`config.mk`:
```
export PLATFORM = sky130hd
export DESIGN_NAME = buck_startup_sequencer
export DESIGN_NICKNAME = d
export VERILOG_FILES = /design/src/rtl/bss_pkg.sv /design/src/rtl/bss_mode_fsm.sv /design/src/rtl/bss_gate_timer.sv /design/src/rtl/buck_startup_sequencer.sv
export SDC_FILE = /design/constraint.sdc
export NUM_CORES = 1
export LEC_CHECK = 0
export ABC_AREA = 1
export CAP_MARGIN = 10
export CORE_ASPECT_RATIO = 1.1
export CORE_UTILIZATION = 45
export DETAILED_ROUTE_END_ITERATION = 10
export GPL_TIMING_DRIVEN = 0
export MAX_ROUTING_LAYER = met4
export PLACE_DENSITY = 0.77
export SLEW_MARGIN = 0
export SYNTH_ARGS = -nofsm -noshare
export SYNTH_HDL_FRONTEND = slang
export SYNTH_SLANG_ARGS = --single-unit
```
`constraint.sdc`:
```
create_clock -name clk -period 5.03 [get_ports clk]
set_clock_uncertainty 0.2 [all_clocks]
set_input_delay 1.006 -clock clk [delete_from_list [all_inputs] [get_ports clk]]
set_output_delay 1.006 -clock clk [all_outputs]
set_load 0.03 [all_outputs]
```
`src/rtl/bss_pkg.sv`:
```
package bss_pkg;

  typedef enum logic [2:0] {
    MD_OFF,
    MD_FAULT,
    MD_WAIT,
    MD_PRECHG,
    MD_RUN,
    MD_HICCUP,
    MD_LATCH
  } seq_state_t;

  typedef enum logic [2:0] {
    PH_IDLE,
    PH_HS,
    PH_DT_LO,
    PH_LS,
    PH_DT_HI,
    PH_PC_DT,
    PH_PC
  } gate_phase_t;

endpackage

```
`src/rtl/bss_mode_fsm.sv`:
```
module bss_mode_fsm
  import bss_pkg::*;
(
  input  logic       clk,
  input  logic       rst,
  input  logic       en,
  input  logic       rail_fault,
  input  logic       uv_boot,
  input  logic       tcap_ready,
  input  logic       cycle_start,
  input  logic       hiccup_req,
  input  logic       hiccup_done,
  input  logic       ls_trip,
  output seq_state_t st_q,
  output seq_state_t st_nx,
  output logic       ss_reset,
  output logic       latched_off
);

  // Priority: standby, latched short, rail or thermal fault, then the
  // normal sequence.
  always_comb begin
    st_nx = st_q;
    if (!en) begin
      st_nx = MD_OFF;
    end else if (st_q == MD_LATCH || ls_trip) begin
      st_nx = MD_LATCH;
    end else if (rail_fault) begin
      st_nx = MD_FAULT;
    end else begin
      case (st_q)
        MD_OFF, MD_FAULT: st_nx = MD_WAIT;
        MD_WAIT:          if (tcap_ready) st_nx = MD_PRECHG;
        MD_PRECHG: begin
          if (hiccup_req)                     st_nx = MD_HICCUP;
          else if (cycle_start && !uv_boot)   st_nx = MD_RUN;
        end
        MD_RUN: begin
          if (hiccup_req)   st_nx = MD_HICCUP;
          else if (uv_boot) st_nx = MD_PRECHG;
        end
        MD_HICCUP:        if (hiccup_done) st_nx = MD_PRECHG;
        default:          st_nx = MD_OFF;
      endcase
    end
  end

  always_ff @(posedge clk) begin
    if (rst) begin
      st_q        <= MD_OFF;
      ss_reset    <= 1'b1;
      latched_off <= 1'b0;
    end else begin
      st_q        <= st_nx;
      ss_reset    <= (st_nx != MD_RUN);
      latched_off <= (st_nx == MD_LATCH);
    end
  end


  latch_hold_chk: assert property (@(posedge clk) disable iff (rst)
    (latched_off && en) |=> latched_off);


  ss_run_chk: assert property (@(posedge clk) disable iff (rst)
    !ss_reset |-> st_q == MD_RUN);

endmodule

```
`src/rtl/bss_gate_timer.sv`:
```
module bss_gate_timer
  import bss_pkg::*;
#(
  parameter int DT_TICKS     = 10,
  parameter int LS_MIN_TICKS = 10,
  parameter int PC_TICKS     = 30
) (
  input  logic clk,
  input  logic rst,
  input  logic run_en,
  input  logic pc_en,
  input  logic pwm,
  input  logic cycle_start,
  input  logic ls_fb,
  output logic hs_on,
  output logic ls_on,
  output logic ls_trip
);

  localparam int CNT_MAX_A = (DT_TICKS > LS_MIN_TICKS) ? DT_TICKS : LS_MIN_TICKS;
  localparam int CNT_MAX   = (CNT_MAX_A > PC_TICKS) ? CNT_MAX_A : PC_TICKS;
  localparam int CNT_W     = $clog2(CNT_MAX + 1);
  localparam logic [CNT_W-1:0] DT_LAST = CNT_W'(DT_TICKS - 1);
  localparam logic [CNT_W-1:0] LS_LAST = CNT_W'(LS_MIN_TICKS - 1);
  localparam logic [CNT_W-1:0] PC_LAST = CNT_W'(PC_TICKS - 1);
  localparam int MIN_OFF = 2 * DT_TICKS + LS_MIN_TICKS;
  localparam int OFF_W   = $clog2(MIN_OFF + 1);
  localparam logic [OFF_W-1:0] OFF_SAT = OFF_W'(MIN_OFF);

  gate_phase_t      phase, ph_nx;
  logic [CNT_W-1:0] cnt, cnt_nx;
  logic             hs_seen, hs_seen_nx;
  logic             fb_strobe;

  always_comb begin
    ph_nx  = phase;
    cnt_nx = cnt;
    if (run_en) begin
      case (phase)
        PH_HS: begin
          if (!pwm) begin ph_nx = PH_DT_LO; cnt_nx = '0; end
        end
        PH_DT_LO: begin
          if (cnt == DT_LAST) begin ph_nx = PH_LS; cnt_nx = '0; end
          else cnt_nx = cnt + 1'b1;
        end
        PH_LS: begin
          if (cnt >= LS_LAST) begin
            if (pwm) begin ph_nx = PH_DT_HI; cnt_nx = '0; end
          end else begin
            cnt_nx = cnt + 1'b1;
          end
        end
        PH_DT_HI: begin
          if (cnt == DT_LAST) begin
            ph_nx  = pwm ? PH_HS : PH_DT_LO;
            cnt_nx = '0;
          end else begin
            cnt_nx = cnt + 1'b1;
          end
        end
        default: begin ph_nx = PH_DT_LO; cnt_nx = '0; end
      endcase
    end else if (pc_en) begin
      case (phase)
        PH_IDLE: begin
          if (cycle_start) begin ph_nx = PH_PC_DT; cnt_nx = '0; end
        end
        PH_PC_DT: begin
          if (cnt == DT_LAST) begin ph_nx = PH_PC; cnt_nx = '0; end
          else cnt_nx = cnt + 1'b1;
        end
        PH_PC: begin
          if (cnt == PC_LAST) begin ph_nx = PH_IDLE; cnt_nx = '0; end
          else cnt_nx = cnt + 1'b1;
        end
        default: begin ph_nx = PH_IDLE; cnt_nx = '0; end
      endcase
    end else begin
      ph_nx  = PH_IDLE;
      cnt_nx = '0;
    end
  end

  assign hs_seen_nx = run_en && (hs_seen || ph_nx == PH_HS);

  always_ff @(posedge clk) begin
    if (rst) begin
      phase   <= PH_IDLE;
      cnt     <= '0;
      hs_seen <= 1'b0;
      hs_on   <= 1'b0;
      ls_on   <= 1'b0;
    end else begin
      phase   <= ph_nx;
      cnt     <= cnt_nx;
      hs_seen <= hs_seen_nx;
      hs_on   <= (ph_nx == PH_HS);
      ls_on   <= (ph_nx == PH_LS && hs_seen_nx) || (ph_nx == PH_PC);
    end
  end

  // Feedback is judged once the driven pulse reaches its last minimum tick.
  assign fb_strobe = ls_on && ((phase == PH_LS && cnt == LS_LAST) ||
                               (phase == PH_PC && cnt == PC_LAST));
  assign ls_trip   = fb_strobe && !ls_fb;

  // Observation counter: consecutive cycles with the high side off.
  logic [OFF_W-1:0] off_run;
  always_ff @(posedge clk) begin
    if (rst)                   off_run <= OFF_SAT;
    else if (hs_on)            off_run <= '0;
    else if (off_run != OFF_SAT) off_run <= off_run + 1'b1;
  end


  gate_overlap_chk: assert property (@(posedge clk) disable iff (rst)
    !(hs_on && ls_on));


  min_off_chk: assert property (@(posedge clk) disable iff (rst)
    $rose(hs_on) |-> off_run >= OFF_SAT);


  dead_before_ls_chk: assert property (@(posedge clk) disable iff (rst)
    $rose(ls_on) |-> !$past(hs_on));


  dead_after_ls_chk: assert property (@(posedge clk) disable iff (rst)
    $fell(ls_on) |-> !hs_on);

endmodule

```
`src/rtl/buck_startup_sequencer.sv`:
```
module buck_startup_sequencer
  import bss_pkg::*;
#(
  parameter int N_RAILS      = 3,
  parameter int DT_TICKS     = 10,
  parameter int LS_MIN_TICKS = 10,
  parameter int PC_TICKS     = 30
) (
  input  logic               clk,
  input  logic               rst,
  input  logic               en,
  input  logic [N_RAILS-1:0] uv_rail,
  input  logic               ot_flag,
  input  logic               uv_boot,
  input  logic               tcap_ready,
  input  logic               cycle_start,
  input  logic               pwm,
  input  logic               ls_fb,
  input  logic               hiccup_req,
  input  logic               hiccup_done,
  output logic               hs_on,
  output logic               ls_on,
  output logic               ss_reset,
  output logic               latched_off
);

  seq_state_t st_q, st_nx;
  logic       rail_fault;
  logic       ls_trip;

  assign rail_fault = (|uv_rail) || ot_flag;

  bss_mode_fsm u_fsm (
    .clk         (clk),
    .rst         (rst),
    .en          (en),
    .rail_fault  (rail_fault),
    .uv_boot     (uv_boot),
    .tcap_ready  (tcap_ready),
    .cycle_start (cycle_start),
    .hiccup_req  (hiccup_req),
    .hiccup_done (hiccup_done),
    .ls_trip     (ls_trip),
    .st_q        (st_q),
    .st_nx       (st_nx),
    .ss_reset    (ss_reset),
    .latched_off (latched_off)
  );

  bss_gate_timer #(
    .DT_TICKS     (DT_TICKS),
    .LS_MIN_TICKS (LS_MIN_TICKS),
    .PC_TICKS     (PC_TICKS)
  ) u_timer (
    .clk         (clk),
    .rst         (rst),
    .run_en      (st_nx == MD_RUN),
    .pc_en       (st_nx == MD_PRECHG),
    .pwm         (pwm),
    .cycle_start (cycle_start),
    .ls_fb       (ls_fb),
    .hs_on       (hs_on),
    .ls_on       (ls_on),
    .ls_trip     (ls_trip)
  );


  standby_off_chk: assert property (@(posedge clk) disable iff (rst)
    !en |=> (!hs_on && !ls_on && ss_reset && !latched_off));


  rail_fault_off_chk: assert property (@(posedge clk) disable iff (rst)
    (en && rail_fault) |=> (!hs_on && !ls_on && ss_reset));


  boot_uv_hs_chk: assert property (@(posedge clk) disable iff (rst)
    uv_boot |=> !hs_on);


  hs_only_run_chk: assert property (@(posedge clk) disable iff (rst)
    hs_on |-> st_q == MD_RUN);

endmodule

```
==> results.json <==
{
  "final.setup.worst_slack_ps": 2250,
  "reg2regPathDepth": 17,
  "start_kind": "input port",
  "cts.hold.buffers_added": 0,
  "holdCritStartpoint": "u_timer.hs_seen$_SDFF_PP0_",
  "post_cts_resized": 0,
  "grt_usage_pct": 19.8,
  "cts_tree": "built",
  "io_pins": 18,
  "floorplan.die.width_um": 52.3,
  "final_nets": 237,
  "timing.critical_path.buf_inv": 3,
  "multi_input_area_sq_um": 797,
  "post-place-ws_ps": 1950,
  "grt_start_max_net_pins": 10,
  "final-max-slew-violation-count": 0,
  "drt_iter0_markers": 30,
  "io_buffer_count": 16,
  "seq_power_share_pct": 53.0,
  "rsz0062_at_grt": "false",
  "totalWireLength_um": 2630,
  "synth_seq_cells": 16,
  "yosys_most_used_dff": "dfxtp_1",
  "cts.htree.levels": 1,
  "cp_slowest_stage_delay_ps": 410,
  "min-delay-path-class": "register to register",
  "critical_path_arrival_ps": 2780,
  "place_hpwl_um": 2100,
  "max_slew.worst_pin.slew_ps": 388,
  "path_cells": "clkdlybuf4s50_1 -> inv_1 -> nand2_1 -> o21ai_0 -> nand3_1 -> nor2_2 -> nor2_4 -> nor2_8 -> nand3_2 -> nand2_4 -> inv_2 -> nand2_1 -> nand2_1 -> nand2_1 -> nor2_2",
  "finalSetupTns_ps": 0,
  "floorplan.initialDensity_pct": 48.8,
  "power.leakage_nw": 0.671,
  "first_global_vias": 1042,
  "grt_antenna_before_repair": 0,
  "insertion_delay_ps": 300,
  "worstSetupEndpointType": "register",
  "critical_path_required_ps": 5030,
  "cts_num_sinks": 16,
  "chipHeight_um": 57.3,
  "clock_pin_slew_worst_setup_and_hold_paths_ps": 100,
  "worst_hold_path.endpoint": "u_timer.hs_seen$_SDFF_PP0_",
  "maximum_operating_frequency_mhz": 359,
  "maximum_vdd_drop_mv": 0.203,
  "synthDominantAreaCellType": "dfxtp_1",
  "r2r-end": "u_timer.cnt[3]$_SDFFE_PP0P_",
  "dr_total_vias": 1257,
  "power.internal_uw": 184,
  "gr-total-overflow": 0,
  "antenna-diode-count": 0,
  "critical_path.reg2reg.startpoint": "u_timer.cnt[1]$_SDFFE_PP0P_",
  "fill_cells": 260,
  "seqCellArea_sq_um": 320,
  "most_frequent_cell_on_the_critical_path": "nand2_1",
  "cap_violations": 0,
  "asyncSetResetFlopFracSynth_pct": 0,
  "grt_first_pass_wirelength_um": 4290,
  "design_power_total_uw": 241,
  "syn_nets": 216,
  "synth_area_sq_um": 1250,
  "placementRows": 19,
  "netSwitchingFraction_pct": 23.5,
  "share_comb_of_total_power_pct": 10.7,
  "crit_path_depth": 15,
  "maxSlewHeadroom_pct": 73.9,
  "clkPwrFrac_pct": 36.3,
  "drc": 0,
  "synth.distinct_cells": 26,
  "r2r_setup_slk_ps": 2780,
  "ant_nets": 0,
  "crit_family": "simple AND/OR/NAND/NOR gates",
  "worstPathMaxFanout": 6,
  "root_buffer": "clkbuf_4",
  "fin_area_sq_um": 1490,
  "syn_area_per_cell_sq_um": 6.26,
  "count_of_cells_along_the_worst_hold_path": 2,
  "area_share_of_the_largest_cell_type_after_synthesis_pct": 25.6,
  "clockBufferDepth": 2,
  "fp.coreArea_sq_um": 2570,
  "cellPowerDensity_nw_per_um2": 162,
  "result_of_the_run": "finished clean",
  "detail_route.vias_per_cell": 5.01,
  "synth_sequential_area_ratio_pct": 25.6,
  "floorplan.die_area_sq_um": 3000,
  "cts_post_setup_buffers_inserted": 0,
  "ys.warnings.count": 0,
  "place.gp.congestion": 0.881,
  "worstSetupPathType": "input port to register",
  "detailedRoute.firstPassIterationCount": 5,
  "power.switching_uw": 56.6,
  "synth_most_common_cell": "nand2_1",
  "final-setup-viol-count": 0,
  "placed_cell_area_sq_um": 1450,
  "yosys-top-cells-count": "nand2_1 (45), inv_1 (29), nand3_1 (25)",
  "wire_per_inst_um": 10.5,
  "layout-drive-gt1-share_pct": 14.5,
  "cts_buffers": 3,
  "timing.final.hold_violations": 0,
  "slowest_stage": "clkdlybuf4s50_1",
  "areaGrowthSynthToFinish_pct": 18.8,
  "number_of_enable_type_register_cells_in_the_synthesized_netlist": 0,
  "synth.top_cells.by_area": "dfxtp_1 (26%), nand2_1 (13%), nand3_1 (10%)",
  "share_of_the_clock_period_used_by_the_worst_path_after_layout_pct": 55.3,
  "finalCriticalPeriod_ps": 2780,
  "syn-instance-count": 200
}
## per-stage QoR
step	util (%)	hold slack, ps	std cells
3_3_place_gp	56.5	256	247
3_5_place_dp	56.5	259	247
6_report	57.9	274	251
5_1_grt	57.9	297	251
2_1_floorplan	-	245	200
4_1_cts	57.9	275	251
## cell type report
| cell class | instances | share of cell area [%] |
|---|---|---|
| plain buffers | 2 | 1.01 |
| flip-flops and latches | 16 | 21.5 |
| clock buffers | 4 | 2.44 |
| inverters | 32 | 8.07 |
| multi-input cells | 150 | 53.6 |
| repair buffers | 16 | 10.8 |
| well taps | 31 | 2.61 |
## power groups by stage
| stage | clock network, mW | logic, mW | registers (mW) |
|---|---|---|---|
| floorplan | 0 | 0.0129 | 0.130 |
| global placement | 0 | 0.0256 | 0.131 |
| detailed placement | 0 | 0.0256 | 0.131 |
| CTS | 0.0892 | 0.0259 | 0.128 |
| global route | 0.0945 | 0.0287 | 0.128 |
| finish | 0.0874 | 0.0259 | 0.128 |
## sequential cells by signal, summed over array words and instances, names as in the netlist
| name | cells |
|---|---|
| u_timer.cnt | 5 |
| u_timer.hs_seen | 1 |
| u_fsm.st_q | 3 |
| u_fsm.ss_reset | 1 |
| u_timer.hs_on | 1 |
| u_timer.phase | 3 |
| u_timer.ls_on | 1 |
| u_fsm.latched_off | 1 |
## cell usage in the layout, fill, tap and decap left out, drive strengths merged, types with 2 or more instances in the layout
cell and instances:
a21oi 9, buf 2, clkbuf 4, clkdlybuf4s50 16
dfxtp 16, ha 2, inv 32, nand2 55
nand3 28, nand4 5, nor2 32, nor3 5
o21ai 7, or2 3
## tightest hold or removal path, stage by stage (launching register included)
cell and delay [ps]:
dfxtp_1 310, inv_1 70, a21oi_2 50
## cells by family after synthesis
logic type      count (synthesis)  synth area share (%)
fa+ha+maj                       2                  2.00
buf+inv                        34                  10.8
simple gates                  130                  53.7
compound gates                 18                  7.89
flops                          16                  25.6
## worst max path at each step
| stage | from | end | slack, ps |
|---|---|---|---|
| 5_1_grt | hiccup_req | u_timer.cnt[3]$_SDFFE_PP0P_ | 2000 |
| 4_1_cts | hiccup_req | u_timer.cnt[3]$_SDFFE_PP0P_ | 2260 |
| 2_1_floorplan | hiccup_req | u_timer.cnt[3]$_SDFFE_PP0P_ | 2540 |
| 3_5_place_dp | hiccup_req | u_timer.cnt[3]$_SDFFE_PP0P_ | 1950 |
| 6_report | hiccup_req | u_timer.cnt[3]$_SDFFE_PP0P_ | 2250 |
| 3_3_place_gp | hiccup_req | u_timer.cnt[3]$_SDFFE_PP0P_ | 1950 |
## metal layers
metal | share of wire [%] | GRT usage, % | wire length [um]
met1 | 48 | 23.9 | 1260
met2 | 47 | 31.3 | 1240
met3 | 2.8 | 3.20 | 73
met4 | 1.9 | 10.2 | 51
met5 | 0 | - | 0
(Power assumes the default switching activity.)
